[src/rtl/sem_bank_pkg.sv]
package sem_bank_pkg;

  // Holder of a single flag
  typedef enum logic [1:0] {
    HOLD_NONE  = 2'd0,
    HOLD_LEFT  = 2'd1,
    HOLD_RIGHT = 2'd2
  } sem_holder_e;

endpackage

[src/rtl/sem_port_dec.sv]
// Decodes one port's control pins into write strobes per flag and a read enable.
module sem_port_dec #(
  parameter int N_SEM = 8,
  localparam int AW = $clog2(N_SEM)
) (
  input  logic          sem_n,
  input  logic          cen_n,
  input  logic          we_n,
  input  logic          oe_n,
  input  logic [AW-1:0] addr,
  output logic [N_SEM-1:0] wr_hit,
  output logic          rd_en
);

  logic access;

  always_comb begin
    // flag access needs select low and memory enable high
    access = !sem_n && cen_n;
    rd_en  = access && we_n && !oe_n;
  end

  for (genvar i = 0; i < N_SEM; i++) begin : g_hit
    always_comb begin
      wr_hit[i] = access && !we_n && (addr == AW'(i));
    end
  end

endmodule

[src/rtl/sem_cell.sv]
// One flag: holder state plus a request latch for each port.
module sem_cell
  import sem_bank_pkg::*;
(
  input  logic clk,
  input  logic rst_n,
  input  logic l_wr,
  input  logic l_bit,
  input  logic r_wr,
  input  logic r_bit,
  output logic held_l,
  output logic held_r
);

  sem_holder_e holder_q, holder_d;
  logic        req_l_q, req_l_d;
  logic        req_r_q, req_r_d;
  logic        upd;

  always_comb begin
    upd     = l_wr || r_wr;
    req_l_d = l_wr ? !l_bit : req_l_q;
    req_r_d = r_wr ? !r_bit : req_r_q;
    holder_d = holder_q;
    unique case (holder_q)
      HOLD_NONE: begin
        // left has priority on a same-cycle request
        if (req_l_d)      holder_d = HOLD_LEFT;
        else if (req_r_d) holder_d = HOLD_RIGHT;
      end
      HOLD_LEFT: begin
        if (!req_l_d) holder_d = req_r_d ? HOLD_RIGHT : HOLD_NONE;
      end
      HOLD_RIGHT: begin
        if (!req_r_d) holder_d = req_l_d ? HOLD_LEFT : HOLD_NONE;
      end
      default: holder_d = HOLD_NONE;
    endcase
  end

  always_ff @(posedge clk or negedge rst_n) begin
    if (!rst_n) begin
      holder_q <= HOLD_NONE;
      req_l_q  <= 1'b0;
      req_r_q  <= 1'b0;
    end else if (upd) begin
      holder_q <= holder_d;
      req_l_q  <= req_l_d;
      req_r_q  <= req_r_d;
    end
  end

  always_comb begin
    held_l = (holder_q == HOLD_LEFT);
    held_r = (holder_q == HOLD_RIGHT);
  end

endmodule

[src/rtl/sem_rd_port.sv]
// Registered read path of one port.
module sem_rd_port #(
  parameter int N_SEM = 8,
  parameter int DW    = 8,
  localparam int AW = $clog2(N_SEM)
) (
  input  logic             clk,
  input  logic             rst_n,
  input  logic             rd_en,
  input  logic [AW-1:0]    addr,
  input  logic [N_SEM-1:0] held,
  output logic [DW-1:0]    rdata,
  output logic             rvalid
);

  logic [DW-1:0] data_q, data_d;
  logic          vld_q;

  always_comb begin
    data_d = {DW{!held[addr]}};
  end

  always_ff @(posedge clk or negedge rst_n) begin
    if (!rst_n) begin
      data_q <= {DW{1'b1}};
    end else if (rd_en) begin
      data_q <= data_d;
    end
  end

  always_ff @(posedge clk or negedge rst_n) begin
    if (!rst_n) vld_q <= 1'b0;
    else        vld_q <= rd_en;
  end

  assign rdata  = data_q;
  assign rvalid = vld_q;

endmodule

[src/rtl/sem_bank_dp.sv]
module sem_bank_dp #(
  parameter int N_SEM = 8,
  parameter int DW    = 8,
  localparam int AW = $clog2(N_SEM)
) (
  input  logic          clk,
  input  logic          rst_n,
  input  logic          l_sem_n,
  input  logic          l_cen_n,
  input  logic          l_we_n,
  input  logic          l_oe_n,
  input  logic [AW-1:0] l_addr,
  input  logic [DW-1:0] l_wdata,
  output logic [DW-1:0] l_rdata,
  output logic          l_rvalid,
  input  logic          r_sem_n,
  input  logic          r_cen_n,
  input  logic          r_we_n,
  input  logic          r_oe_n,
  input  logic [AW-1:0] r_addr,
  input  logic [DW-1:0] r_wdata,
  output logic [DW-1:0] r_rdata,
  output logic          r_rvalid
);

  logic [N_SEM-1:0] l_hit, r_hit;
  logic             l_rd, r_rd;
  logic [N_SEM-1:0] held_l, held_r;

  sem_port_dec #(.N_SEM(N_SEM)) u_dec_l (
    .sem_n(l_sem_n), .cen_n(l_cen_n), .we_n(l_we_n), .oe_n(l_oe_n),
    .addr(l_addr), .wr_hit(l_hit), .rd_en(l_rd)
  );

  sem_port_dec #(.N_SEM(N_SEM)) u_dec_r (
    .sem_n(r_sem_n), .cen_n(r_cen_n), .we_n(r_we_n), .oe_n(r_oe_n),
    .addr(r_addr), .wr_hit(r_hit), .rd_en(r_rd)
  );

  for (genvar i = 0; i < N_SEM; i++) begin : g_flag
    sem_cell u_cell (
      .clk(clk), .rst_n(rst_n),
      .l_wr(l_hit[i]), .l_bit(l_wdata[0]),
      .r_wr(r_hit[i]), .r_bit(r_wdata[0]),
      .held_l(held_l[i]), .held_r(held_r[i])
    );
  end

  sem_rd_port #(.N_SEM(N_SEM), .DW(DW)) u_rd_l (
    .clk(clk), .rst_n(rst_n), .rd_en(l_rd), .addr(l_addr),
    .held(held_l), .rdata(l_rdata), .rvalid(l_rvalid)
  );

  sem_rd_port #(.N_SEM(N_SEM), .DW(DW)) u_rd_r (
    .clk(clk), .rst_n(rst_n), .rd_en(r_rd), .addr(r_addr),
    .held(held_r), .rdata(r_rdata), .rvalid(r_rvalid)
  );

endmodule

[config.mk]
export PLATFORM = sky130hd
export DESIGN_NAME = sem_bank_dp
export DESIGN_NICKNAME = d
export VERILOG_FILES = /design/src/rtl/sem_bank_pkg.sv /design/src/rtl/sem_port_dec.sv /design/src/rtl/sem_cell.sv /design/src/rtl/sem_rd_port.sv /design/src/rtl/sem_bank_dp.sv
export SDC_FILE = /design/constraint.sdc
export NUM_CORES = 1
export LEC_CHECK = 0
export ABC_CLOCK_PERIOD_IN_PS = 1300
export BUFFER_PORTS_ARGS = -buffer_cell sky130_fd_sc_hd__buf_2
export CORE_MARGIN = 4
export CORE_UTILIZATION = 49
export CTS_CLUSTER_DIAMETER = 150
export CTS_CLUSTER_SIZE = 40
export DETAILED_ROUTE_END_ITERATION = 6
export PLACE_DENSITY_LB_ADDON = 0.25
export SLEW_MARGIN = 20
export SYNTH_ARGS = -nofsm -noshare
export SYNTH_HDL_FRONTEND = slang
export SYNTH_HIERARCHICAL = 1
export SYNTH_SLANG_ARGS = --single-unit
[constraint.sdc]
create_clock -name clk -period 1.3 [get_ports clk]
set_input_delay 0.065 -clock clk [delete_from_list [all_inputs] [get_ports clk]]
set_output_delay 0.065 -clock clk [all_outputs]
set_load 0.02 [all_outputs]
==> results.rst <==
.. list-table::
   :header-rows: 1

   * - Metric
     - Value
   * - Cell type with the highest aggregate area in the netlist
     - sky130_fd_sc_hd__dfrtp_1
   * - Synth unique cells
     - 24
   * - Largest net degree at the start of global routing
     - 23
   * - Number of nets with antenna violations after detailed routing
     - 0
   * - CTS Root Buffer Type
     - sky130_fd_sc_hd__clkbuf_8
   * - Post-synthesis async set-or-reset flop share
     - 100.0%
   * - Net count after synthesis
     - 250
   * - Multiplexer area fraction after synthesis
     - 6.582%
   * - Switch share
     - 34.57%
   * - Xor and xnor area share after synthesis
     - 0%
   * - CTS clk-pin slew, worst paths
     - 70 ps
   * - Number of buffers added on ports
     - 35
   * - Switching power summed over all nets
     - 0.001681 W
   * - Total Die Area
     - 5985 um^2
   * - Hold Path Class
     - input pin to register
   * - Total power of the final layout
     - 0.004864 W
   * - Combinational family with the most area after synthesis
     - simple AND/OR/NAND/NOR gates
   * - Time the worst path needs with I/O delays and setup
     - 1520 ps
   * - Power Internal
     - 0.003182 W
   * - Simple-gate share of the synthesized area
     - 31.95%
   * - Ranking of synthesized cells by instance count
     - sky130_fd_sc_hd__dfrtp_1 (34), sky130_fd_sc_hd__nor2_1 (24), sky130_fd_sc_hd__nor2b_1 (24)
   * - Worst setup path category
     - register to register
   * - Areal power density over the cells
     - 1560 nW/um^2
   * - Most common cell in the synthesized netlist
     - sky130_fd_sc_hd__dfrtp_1
   * - Boundary pin count
     - 50
   * - Number of antenna violations at the first check in global routing
     - 0
   * - Post-synthesis sequential element count
     - 36
   * - Syn Area/Cell
     - 10.81 um^2
   * - Area of the core region
     - 4504 um^2
   * - Layout Nets
     - 330
   * - Fraction of the yosys area taken by sequential cells
     - 38.32%
   * - Post-route fraction of the period consumed by the critical path
     - 116.9%
   * - Via count
     - 1827
   * - Share of final-layout standard cells stronger than drive strength 1
     - 50.84%
   * - Wire length of the first global-routing pass
     - 8618 um
   * - Synthesized instance count
     - 218
   * - Violated checks
     - setup timing
   * - Kind of launch point of the worst setup path
     - register
   * - Main synth FF type
     - sky130_fd_sc_hd__dfrtp_1
   * - Non-filler instance count after layout
     - 351
   * - Sum of overflow across all layers after global routing
     - 0
   * - Die W
     - 77.36 um
   * - Worst clock skew on the final layout
     - 3.399 ps
   * - Number of max-cap violations
     - 0
   * - Status
     - finished, violations left
   * - Worst-Margin Slew
     - 365.0 ps
   * - Post-DP Area
     - 2990 um^2
   * - Initial core utilization
     - 52.33%
   * - Arrival time at the worst endpoint
     - 1730 ps
   * - Combined global-route utilization of all metal layers
     - 18.21%
   * - Biggest fanout along the worst timing path
     - 3
   * - DR pass1 iterations
     - 4
   * - WP data required
     - 1510 ps
   * - Worst slew margin relative to its limit
     - 75.67%
   * - Weighted congestion reported at the end of routability-driven placement
     - 0.7993
   * - CP peak stage delay
     - 500 ps
   * - Via count of the first global-routing pass
     - 1847
   * - Via density
     - 5.205
   * - Maximum vdd drop
     - 0.6777 mV
   * - Total routed wirelength
     - 5133 um
   * - Top-area cell type share of the netlist area
     - 36.09%
   * - Count of unresolved DRC violations after routing
     - 0
   * - Count of clock tree sinks
     - 36
   * - Area growth from synthesis to layout
     - 32.22%
   * - Synthesized-area fraction occupied by adder cells
     - 0%
   * - Setup Viol. Count Final
     - 2
   * - Synth Cell Area
     - 2357 um^2
   * - Fin. Hold Viols
     - 0
   * - Setup repair after global routing missed its margin
     - true
   * - Setup TNS
     - -404.1 ps
   * - Final setup slack of the worst path
     - -219.7 ps
   * - First-iteration detailed-routing DRC count
     - 64
   * - Vertical die dimension
     - 77.36 um
   * - Largest cells by area after synthesis
     - sky130_fd_sc_hd__dfrtp_1 (36%), sky130_fd_sc_hd__nor2b_4 (9.3%), sky130_fd_sc_hd__nor2b_1 (6.4%)
   * - TritonCTS clock tree
     - built
   * - Max-slew violation count
     - 0
   * - Dpl ws
     - -319.0 ps
   * - Flop pwr share
     - 34.0%
   * - CTS Buffer Depth
     - 2
   * - Max Clk Rate
     - 0.6580 GHz
   * - Detailed placer's ending HPWL
     - 4037 um
   * - Leakage
     - 1.430 nW
   * - Number of CTS-inserted buffers
     - 5
   * - Antenna diode count
     - 0
   * - Slowest cell on the critical path
     - sky130_fd_sc_hd__mux4_2
   * - H-tree depth
     - 2
   * - Crit end category
     - register
   * - Clk network pwr share
     - 16.6%
   * - Clk Latency, worst-skew pair
     - 280 ps
   * - Non-Filler Cell Area, Final
     - 3117 um^2
   * - Count of flip-flops with a built-in enable after synthesis
     - 0
   * - Number of placed instances, taps included
     - 339
   * - Placement row count
     - 24
   * - Routed length per instance
     - 14.62 um
   * - Series of cell instances along the critical path
     - nor2b_1 > mux2i_1 > mux4_2 > mux2_4
   * - Combinational fraction of design power
     - 49.4%
   * - Synthesized-area fraction occupied by ao, oa, aoi and oai cells
     - 15.71%
   * - Yosys synthesis warning count
     - 6
## area by class of cell
| type | count | area [um^2] |
|---|---|---|
| fill | 331 | 1388 |
| multi-input combinational | 150 | 1374 |
| sequential | 36 | 903.4 |
| timing repair buffer | 89 | 624.3 |
| clock buffer | 8 | 90.09 |
| tap | 52 | 65.06 |
| inverter | 16 | 60.06 |
## routing by layer
layer | global-route usage [%] | up-vias | part of all wire [%]
met5 | 0 | - | 0
met4 | 4.448 | 0 | 0.56
met3 | 4.398 | 5 | 3.8
met2 | 32.64 | 35 | 51
met1 | 22.03 | 880 | 44
li1 | - | 907 | -
## stage by stage
step                util, %  hold slack, ps
global placement      66.39           4.830
CTS                   68.94           149.3
global route          69.19           151.5
floorplan                 -          -230.6
detailed placement    66.39           3.706
finish                69.19           162.2
## cell families after synthesis
kind of cell           Yosys count
multiplexers                    12
flip-flops                      36
buffers and inverters           32
AO/OA/AOI/OAI                   32
AND/OR/NAND/NOR                106
## power by group through the flow
stage / combinational (W) / clock, W / sequential, W
floorplan: 0.00147 / 0 / 0.00174
global placement: 0.00227 / 0 / 0.00167
detailed placement: 0.00230 / 0 / 0.00168
CTS: 0.00238 / 0.000836 / 0.00166
global route: 0.00260 / 0.000900 / 0.00170
finish: 0.00240 / 0.000809 / 0.00165
## flip-flops by register name, summed over array words and instances, names as in the netlist
register / cells
g_flag.u_cell/holder_q: 16
g_flag.u_cell/req_l_q: 8
g_flag.u_cell/req_r_q: 8
u_rd_l/rdata: 1
u_rd_l/rvalid: 1
u_rd_r/rdata: 1
u_rd_r/rvalid: 1
## layout by cell type (no fill, tap or decap), types with 3 or more instances in the layout
master                     count
sky130_fd_sc_hd__o31ai_2       8
sky130_fd_sc_hd__nand2_1       8
sky130_fd_sc_hd__o41ai_2       8
sky130_fd_sc_hd__o31a_1        8
sky130_fd_sc_hd__nor2b_1      24
sky130_fd_sc_hd__a22o_1        8
sky130_fd_sc_hd__or2_1         8
sky130_fd_sc_hd__buf_2        35
sky130_fd_sc_hd__dfrtp_1      34
sky130_fd_sc_hd__nand3b_1      4
sky130_fd_sc_hd__buf_4        49
sky130_fd_sc_hd__clkbuf_8      6
sky130_fd_sc_hd__nor2b_4      16
sky130_fd_sc_hd__mux2i_1       8
sky130_fd_sc_hd__inv_2         4
sky130_fd_sc_hd__nand2b_4      8
sky130_fd_sc_hd__nor2_1       24
sky130_fd_sc_hd__inv_1        12
sky130_fd_sc_hd__buf_12        3
## worst paths after layout
check | from | end | slack [ps] | cells past startpoint
max | g_flag[7].u_cell/holder_q[1] | u_rd_l/rdata[0] | -220 | 4
min | l_sem_n | u_rd_l/rvalid | 160 | 2
max reg2reg | g_flag[7].u_cell/holder_q[1] | u_rd_l/rdata[0] | -220 | 4
min reg2reg | g_flag[7].u_cell/holder_q[0] | g_flag[7].u_cell/holder_q[0] | 610 | 3
max in group asynchronous | rst_n | u_rd_r/rdata[0] | 560 | 3
min in group asynchronous | rst_n | u_rd_l/rvalid | 220 | 2
## critical path: cells and delay by family, from the launching register on
kind          cells  cell delay (ps)
simple gates      1              160
mux               3              880
flops             1              410
## what timing repair did
item,4_1_cts,5_1_grt
buffers inserted,2,1
resized for setup,2,1
endpoints found under the hold margin,14,0
endpoints found under the setup margin,3,7
pin swaps,1,0
hold buffers,1,0
Note: power is estimated with default switching activity, not from simulation.
